File: src/rtl/cfg_key_decoder.sv
module cfg_key_decoder #(
  parameter int          ADDR_W   = 16,
  parameter int          NREG     = 64,
  parameter logic [7:0]  KEY_ON   = 8'h55,
  parameter logic [7:0]  KEY_OFF  = 8'hAA,
  parameter int          BASE_LO  = 'h12,
  parameter int          BASE_HI  = 'h13,
  parameter logic [15:0] BASE_S0  = 16'h03F0,
  parameter logic [15:0] BASE_S1  = 16'h0370,
  parameter logic [7:0]  DEV_ID   = 8'h3A,
  parameter logic [7:0]  DEV_REV  = 8'h01
) (
  input  logic              clk,
  input  logic              rst_n,
  input  logic              strap,
  input  logic [ADDR_W-1:0] addr,
  input  logic              wr_en,
  input  logic              rd_en,
  input  logic [7:0]        wdata,
  output logic [7:0]        rdata
);
  localparam int IDX_W  = $clog2(NREG);
  localparam int RO_CNT = 2;

  logic             cfg_mode;
  logic [IDX_W-1:0] idx;
  logic [7:0]       regs [NREG];
  logic [15:0]      base;
  logic             hit_cfg, hit_data;
  logic [15:0]      strap_base;

  assign base       = {regs[BASE_HI], regs[BASE_LO]};
  assign hit_cfg    = addr == base[ADDR_W-1:0];
  assign hit_data   = addr == (base[ADDR_W-1:0] + ADDR_W'(1));
  assign strap_base = strap ? BASE_S1 : BASE_S0;

  always_ff @(posedge clk) begin
    if (!rst_n) begin
      cfg_mode <= 1'b0;
      idx      <= '0;
      rdata    <= 8'hFF;
      for (int i = 0; i < NREG; i++) regs[i] <= 8'h00;
      regs[0]       <= DEV_ID;
      regs[1]       <= DEV_REV;
      regs[BASE_LO] <= strap_base[7:0];
      regs[BASE_HI] <= strap_base[15:8];
    end else begin
      if (wr_en && hit_cfg) begin
        if (!cfg_mode) begin
          if (wdata == KEY_ON) cfg_mode <= 1'b1;
        end else if (wdata == KEY_OFF) begin
          cfg_mode <= 1'b0;
        end else if (wdata != KEY_ON) begin
          idx <= wdata[IDX_W-1:0];
        end
      end
      if (wr_en && hit_data && cfg_mode && int'(idx) >= RO_CNT)
        regs[idx] <= wdata;
      if (rd_en) begin
        if (!cfg_mode)     rdata <= 8'hFF;
        else if (hit_cfg)  rdata <= 8'(idx);
        else if (hit_data) rdata <= regs[idx];
        else               rdata <= 8'hFF;
      end
    end
  end
endmodule

File: config.mk
export PLATFORM = sky130hd
export DESIGN_NAME = cfg_key_decoder
export DESIGN_NICKNAME = d
export VERILOG_FILES = /design/src/rtl/cfg_key_decoder.sv
export SDC_FILE = /design/constraint.sdc
export NUM_CORES = 1
export LEC_CHECK = 0
export ABC_AREA = 1
export BUFFER_PORTS_ARGS = -buffer_cell sky130_fd_sc_hd__buf_2
export CAP_MARGIN = 20
export CORE_MARGIN = 3
export CORE_UTILIZATION = 35
export DETAILED_ROUTE_END_ITERATION = 7
export SYNTH_ARGS = -nofsm -noshare
export SYNTH_HDL_FRONTEND = slang
export SYNTH_SLANG_ARGS = --single-unit
File: constraint.sdc
create_clock -name clk -period 8.8 [get_ports clk]
set_input_delay 2.2 -clock clk [delete_from_list [all_inputs] [get_ports clk]]
set_output_delay 2.2 -clock clk [all_outputs]
set_load 0.02 [all_outputs]
==> results of run 1 <==
[metrics by stage]
stage	worst slack [ns]	area [µm²]
after floorplan	4.49	26500
after global placement	3.13	27300
after detailed placement	3.07	27300
after CTS	3.71	29100
after global routing	3.46	29100
final	3.66	29100
[path summary, 6_finish.rpt]
kind | cells past startpoint | start | slack (ns) | end
worst max-delay path | 13 | addr[3] | 3.66 | regs[42][7]
worst min-delay path | 2 | rdata[7] | 0.51 | rdata[7]
worst max register to register | 12 | regs[18][0] | 4.27 | regs[42][7]
worst min register to register | 2 | rdata[7] | 0.51 | rdata[7]
[flip-flops by register name, summed over array words and instances, names as in the netlist, named ones only]
register	cells
idx	6
cfg_mode	1
rdata	8
regs	512
[cells by family after synthesis]
| family | synth area share, % |
|---|---|
| xor gates and xnor gates | 0.692 |
| adders and majority gates | 0.0474 |
| and+or+nand+nor | 34.5 |
| DFF | 59.8 |
| other | 0.0284 |
| AOI/OAI and AO/OA | 0.877 |
| buffers and inverters | 4.02 |
[power breakdown]
part | switching, W | internal, W | total, W
sequential | 0.0000318 | 0.00287 | 0.00290
clock | 0.000970 | 0.00131 | 0.00228
combinational | 0.000196 | 0.0000510 | 0.000247
total | 0.00120 | 0.00422 | 0.00542
[cell type report]
cell class	count	share of cell area (%)
flip-flops and latches	533	54.3
repair buffers	67	1.61
clock inverters	25	0.816
well taps	969	4.16
diodes	1	0.00859
clock buffers	74	5.14
inverters	65	0.902
multi-input cells	1999	33.1
[worst max-delay path, stage by stage]
cell     delay, ns
buf_2         0.10
xnor2_1       0.34
inv_1         0.07
nand2_1       0.07
nand3_1       0.08
nor2_1        0.11
nand2_1       0.07
nor2_2        0.13
nand4_4       0.15
nor2_8        0.89
buf_12        0.47
nand4_4       0.28
nand2_1       0.38
[cell usage after synthesis, drive strengths merged]
cell,instances,share of area (%)
nand3b,1,0.028
nor3,12,0.36
o21bai,9,0.27
xor2,10,0.33
o21a,4,0.11
or2,1,0.024
dfxtp,21,1.6
xnor2,10,0.36
nand4,78,5.3
ha,1,0.047
edfxtp,512,58
nand2,820,12
inv,62,0.88
buf,39,0.96
a21oi,16,0.30
o21ai,10,0.19
nor4,4,0.095
clkbuf,150,2.1
clkinv,3,0.043
nor2,542,8.2
nand3,465,8.8
conb,2,0.028
[per-layer routing]
metal  vias to the layer above  global-route usage [%]
li1                       9268                       -
met1                      9381                    25.5
met2                       675                    30.9
met3                       125                    2.25
met4                         0                    4.98
met5                         -                       0
==> results.md, run 1 <==
- The final cycle utilization of the critical path is approximately 58%.
- The ratio of cells with drive above 1 in the final layout is 10.4%.
- The y dimension of the die is 281 µm.
- The smallest clock period supported by the final layout is computed as 5.14 ns.
- No sink is reached through more buffers than the 3 on the longest clock path.
- The tightest min-delay check is of the flop to flop type.
- The wire-length estimate of the detail-placed layout is 44300 µm.
- Gates resized during post-CTS repair numbered 0.
- The overall routing resource usage is a little under a fifth.
- In the final timing run, aggregate negative setup slack is 0 ns.
- Setup violations remaining at the end of the flow were counted as 0.
- CTS built an H-tree with a depth of 2.
- CTS placed an instance of clkbuf_16 at the clock tree root.
- The number of placed I/O pins is 37.
- The total of hold buffers inserted after clock tree synthesis is 0.
- TritonCTS built the clock tree.
- The number of clock buffers added by TritonCTS is 54.
- Summing all multi-input logic gate instances after layout gives about 9600 µm².
- The floorplan step defined a core boundary enclosing ~75000 µm².
- In this run the tool buffered the top-level ports with 36 buffer cells.
- The number of antenna violations at the first check in global routing is 1.
- Total power for the finished layout comes to 0.00542 W.
- The die area is approximately 79000 µm².
- The count of pins over their slew limit is 0.
- On the final layout, the worst clock skew is between 0.02 and 0.025 ns.
- The worst setup path is launched from a primary input.
- In the detailed route, the total length drawn on met2 is 35400 µm.
- The worst pin sits at a relative slew slack of 21.7%.
- At the pin with the least slew margin, the transition time is around 1.2 ns.
- The number of design-rule violations left by the first detailed-router iteration is between 1500 and 2000.
- The number of sinks driven by the clock tree is about 530.
- The final cell count without fillers is between 3000 and 4000.
- The critical path is of the primary input to flop type.
- Leaving out fill and tap cells, the most frequent cells in the layout are 815 x nand2_1, 512 x edfxtp_1, 497 x nor2_1.
- The share of the core filled with cells in the final layout is 39.0%.
- The first detailed-routing pass took 5 iterations.
- Registers take about 16000 µm².
- STA classifies the critical path endpoint as a flop.
- Once the clock tree was built, the setup fixing pass inserted 0 buffers.
- The maximum net fanout on the critical path is 32.
- The maximum clock rate is 0.195 GHz.
- In this run the static leakage power is around 11 nW.
- The count of distinct cell types in the synthesized netlist is 36.
- The placed cell count is between 3000 and 4000.
- The number of nets with antenna violations after routing is 0.
- After global routing the overflow that remains totals 0.
- The uppermost layer routed is met4.
- The synthesized netlist cell count is approximately 2800.
- After floorplanning, the core was divided into 100 placement rows.
- The number of vias after detailed routing is a little under 20000.
- The die width is around 280 µm.
- In the final routing, the length of wire on met1 measures approximately 32000 µm.
- The via count of the first global-routing pass is between 15000 and 20000.
- Dividing the detail-routed wire length by the instance count gives between 15 and 20 µm.
- For this run, design rule violations remaining after detail routing come to 0.
- The number of failing hold endpoints at the final stage is 0.
- The signed area change from the synthesized netlist to the final layout is 10.3%.
- The count of fill cells added during filler insertion is between 7000 and 8000.
- Setup repair after global routing left no endpoint under its margin.
- The flow ran to the end, and the final reports show no timing, DRC or antenna violations.
- The per-instance average area after synthesis is approximately 9.5 µm².
- After detailed routing, the number of vias per cell comes to about 5.2.
- At the later pin of the worst-skew pair, clock insertion delay measures about 0.6 ns.
- Leaving out fill and tap cells, the most frequent cell in the layout is nand2_1.
- At the worst endpoint, the arrival time is around 5.4 ns.
- VDD sags by at most between 100 and 150 µV.
- The final weighted congestion in routability-driven placement is between 0.9 and 1.
- The pin count of the biggest net entering global routing is between 150 and 200.
- The final layout contains routed wiring with a total length of 74300 µm.
- The synthesized netlist occupies a cell area of about 26000 µm².
- The global-route wire length before repair is around 110000 µm.
- The Yosys step of the flow raised 0 warnings.
- In the detailed route, the total length drawn on met3 is between 4000 and 5000 µm.
- The synthesis-stage register bit count is between 500 and 600.
- The clock slew seen by the registers of the worst setup and hold paths is ~0.060 ns.
- Once the floorplan was initialized, standard cells occupied around 35% of the core.
- The share of the Yosys chip area taken by registers is roughly 60%.
- The number of max-cap violations is 0.
- The required time of the worst setup path is around 9.1 ns.
- The final hold slack is 0.506 ns.
- For this run, the post-layout net count is approximately 2800.
- The power density over the cells is 186 nW/µm².
(Power assumes the default switching activity.)
==> run 2: changes to the inputs <==
clock period = 5.19 ns   (was 8.8 ns; I/O delays follow)
==> run 2 against run 1 <==
Worst hold slack got worse by 0.033 ns; largest power group unchanged; sequential power grew 70%; routed wire length grew 0.83%.
==> results.md, run 2 (synthesized netlist as in run 1, its figures left out) <==
- The library cell used as clock root buffer is clkbuf_16.
- In this run the worst path has a maximum fanout of 16.
- At the pin with the least slew margin, the transition time is 1.15 ns.
- Summing all multi-input logic gate instances after layout gives just under 10000 µm².
- Setup repair after global routing left no endpoint under its margin.
- The count of cells along the worst register-to-register path is 12.
- The number of failing hold endpoints at the final stage was 0.
- Compared with the post-synthesis result, the final layout area differs by 10.9%.
- The worst path uses between 70% and 80% of the clock period.
- The shortest period the worst path allows is 3.80 ns.
- The net count reported at finish is 2757.
- After clock tree synthesis, the setup repair step added 0 buffers.
- The post-detailed-routing wire length is 74900 µm.
- The final hold slack is around 0.47 ns.
- The number of max-cap violations is 0.
- The number of placed I/O pins is 37.
- The largest register by flop count is regs.
- The count of pins over their slew limit came to 0.
- The worst path arrival time is 4.07 ns.
- The commonest non-fill, non-tap cell in the layout is nand2_1.
- In the layout the commonest cells are 815 x nand2_1, 512 x edfxtp_1, 497 x nor2_1.
- The family with the most delay on the worst path is simple AND/OR/NAND/NOR gates.
- The clock slew seen by the registers of the worst setup and hold paths is roughly 0.060 ns.
- The detailed placement HPWL is roughly 46000 µm.
- The tightest slew margin relative to the limit is between 20 and 25%.
- The slowest stage of the critical path belongs to the cell edfxtp_1.
- The classification of the worst setup path is flop to flop.
- The overall overflow remaining after global route is 0.
- Setup violations remaining at the end of the flow were counted as 0.
- The core region is about 75000 µm².
- The starting density of the core is between 30% and 40%.
- In this run the power density over the cells is around 320 nW/µm².
- The via count of the first global-routing pass is 18500.
- The ratio of cells with drive above 1 in the final layout is between 10% and 20%.
- The floorplan step set the die height to ~280 µm.
- The kind of end point of the critical path is a flop.
- The finished cells cover between 20000 and 30000 µm².
- The total of hold buffers inserted after clock tree synthesis is 0.
- The type of element launching the critical path is a flop.
- The aggregate negative setup slack is 0 ns.
- For this run, design rule violations remaining after detail routing come to 0.
- The total clock buffers created by CTS is 55.
- The maximum clock rate is 0.263 GHz.
- The number of antenna violations at the first check in global routing came to 3.
- The number of gates resized after CTS is 0.
- The clock latency on the worst-skew pair is ~0.61 ns.
- The maximum ir drop on the vdd rail is 210 µV.
- The count of fill cells added during filler insertion is around 7300.
- For this design the static power due to leakage is 11.5 nW.
- The final weighted congestion in routability-driven placement is about 0.9.
- The number of buffers and inverters on the critical path is 2.
- For this run, the detailed router's first-pass iteration total came to 8.
- Across the whole layout, storage elements account for roughly 16000 µm².
- The H-tree depth is 2.
- The clock passes through at most 3 buffers.
- For this block, the initial DRC count from the detailed router was roughly 2000.
- Across all register-to-register paths, the minimum setup slack is between 1 and 1.5 ns.
- The largest registers in the layout are regs: 512 flops, rdata: 8 flops, idx: 6 flops.
- Entering global routing, the biggest net connects between 200 and 250 pins.
- Along the worst hold path, the cell count comes to 2.
- The worst min-delay path class is flop to flop.
- The flow ran to the end, and the final reports show no timing, DRC or antenna violations.
- The total placed instance area is around 27000 µm².
- The endpoint identified for the worst register-to-register timing path is regs[42][5].
- Row generation in the floorplan step produced 100 rows.
- After detailed routing, the average wire length per cell comes to between 20 and 25 µm.
- The number of flip-flops in the largest register is 512.
- The routed layout has between 15000 and 20000 vias.
- Global routing used a little under a fifth of the available tracks.
- The path with the worst hold slack has its endpoint at rdata[1].
- The clock tree from TritonCTS is yes.
- The die width is ~280 µm.
- Using the TritonRoute via totals, the vias-per-cell ratio works out to 5.19.
- Clock skew on the completed layout was measured at about 0.015 ns.
- Input and output buffers added on the ports amount to 36.
- The clock drives ~530 sinks.
- Data on the critical path is required at its endpoint by around 5.5 ns.
- Walking the worst path, the cells encountered are ha_1 -> inv_1 -> nor2_4 -> nand3_1 -> xor2_1 -> nand2_1 -> nor2_4 -> nand4_4 -> nor2_8 -> buf_12 -> nand4_4 -> nand2_1.
- The global-route wire length before repair is about 110000 µm.
- The startpoint of the lowest-slack register-to-register path is regs[18][0].
- The die covers approximately 79000 µm².
- The startpoint identified for the worst hold timing path is rdata[1].
- The worst stage delay on the critical path is roughly 0.54 ns.
- The number of nets with antenna violations after routing is 0.
run 2: changes by cell type in the layout (fill, tap and decap cells not counted), moves of 2 or more:
cell and delta:
clkinv_1 +10, clkbuf_1 -6, buf_4 +5, clkbuf_8 -5, bufinv_16 +4, buf_12 +3
clkbuf_16 +2, clkinv_4 +2, inv_6 -2
run 2: cell type report:
| type | instances | area share, % |
|---|---|---|
| Antenna cell | 2 | 0.0171 |
| Timing Repair Buffer | 73 | 1.79 |
| Inverter | 65 | 0.897 |
| Tap cell | 969 | 4.14 |
| Clock buffer | 65 | 4.97 |
| Multi-Input combinational cell | 1999 | 32.9 |
| Sequential cell | 533 | 54.0 |
| Clock inverter | 38 | 1.33 |
run 2: worst max path at each step:
stage                start     endpoint  slack (ns)  cells past startpoint
6_report       regs[18][0]  regs[42][5]        1.39                     12
5_1_grt        regs[18][0]  regs[42][4]        1.18                     12
4_1_cts        regs[18][0]  regs[42][1]        1.41                     12
3_5_place_dp       addr[3]  regs[42][0]        1.03                     13
3_3_place_gp       addr[3]  regs[42][0]        1.03                     13
2_1_floorplan      addr[2]  regs[45][0]        1.78                     11
run 2: worst register-to-register path, stage by stage, from the launching register on:
cell and delay, ns:
edfxtp_1 0.54, ha_1 0.28, inv_1 0.11, nor2_4 0.19
nand3_1 0.20, xor2_1 0.31, nand2_1 0.14, nor2_4 0.15
nand4_4 0.15, nor2_8 0.46, buf_12 0.32, nand4_4 0.23
nand2_1 0.39
run 2: power breakdown:
group          total, W  internal, W  switching, W
combinational  0.000419    0.0000871      0.000332
sequential      0.00492      0.00486     0.0000551
clock           0.00407      0.00239       0.00168
total           0.00940      0.00734       0.00206
run 2: routing by layer:
layer	GRT usage [%]	wire length [µm]
met2	30.7	34700
met5	0	0
met4	6.04	2150
met3	2.45	6500
met1	26.0	31600
run 2: metrics by stage:
| stage | setup WS, ns | utilization, % | power [W] | std cells |
|---|---|---|---|---|
| after floorplan | 1.78 | - | 0.00524 | 2786 |
| after global placement | 1.03 | 36.8 | 0.00542 | 3639 |
| after detailed placement | 1.03 | 36.8 | 0.00542 | 3639 |
| after CTS | 1.41 | 39.3 | 0.00944 | 3742 |
| after global routing | 1.18 | 39.3 | 0.00965 | 3742 |
| final | 1.39 | 39.3 | 0.00940 | 3744 |
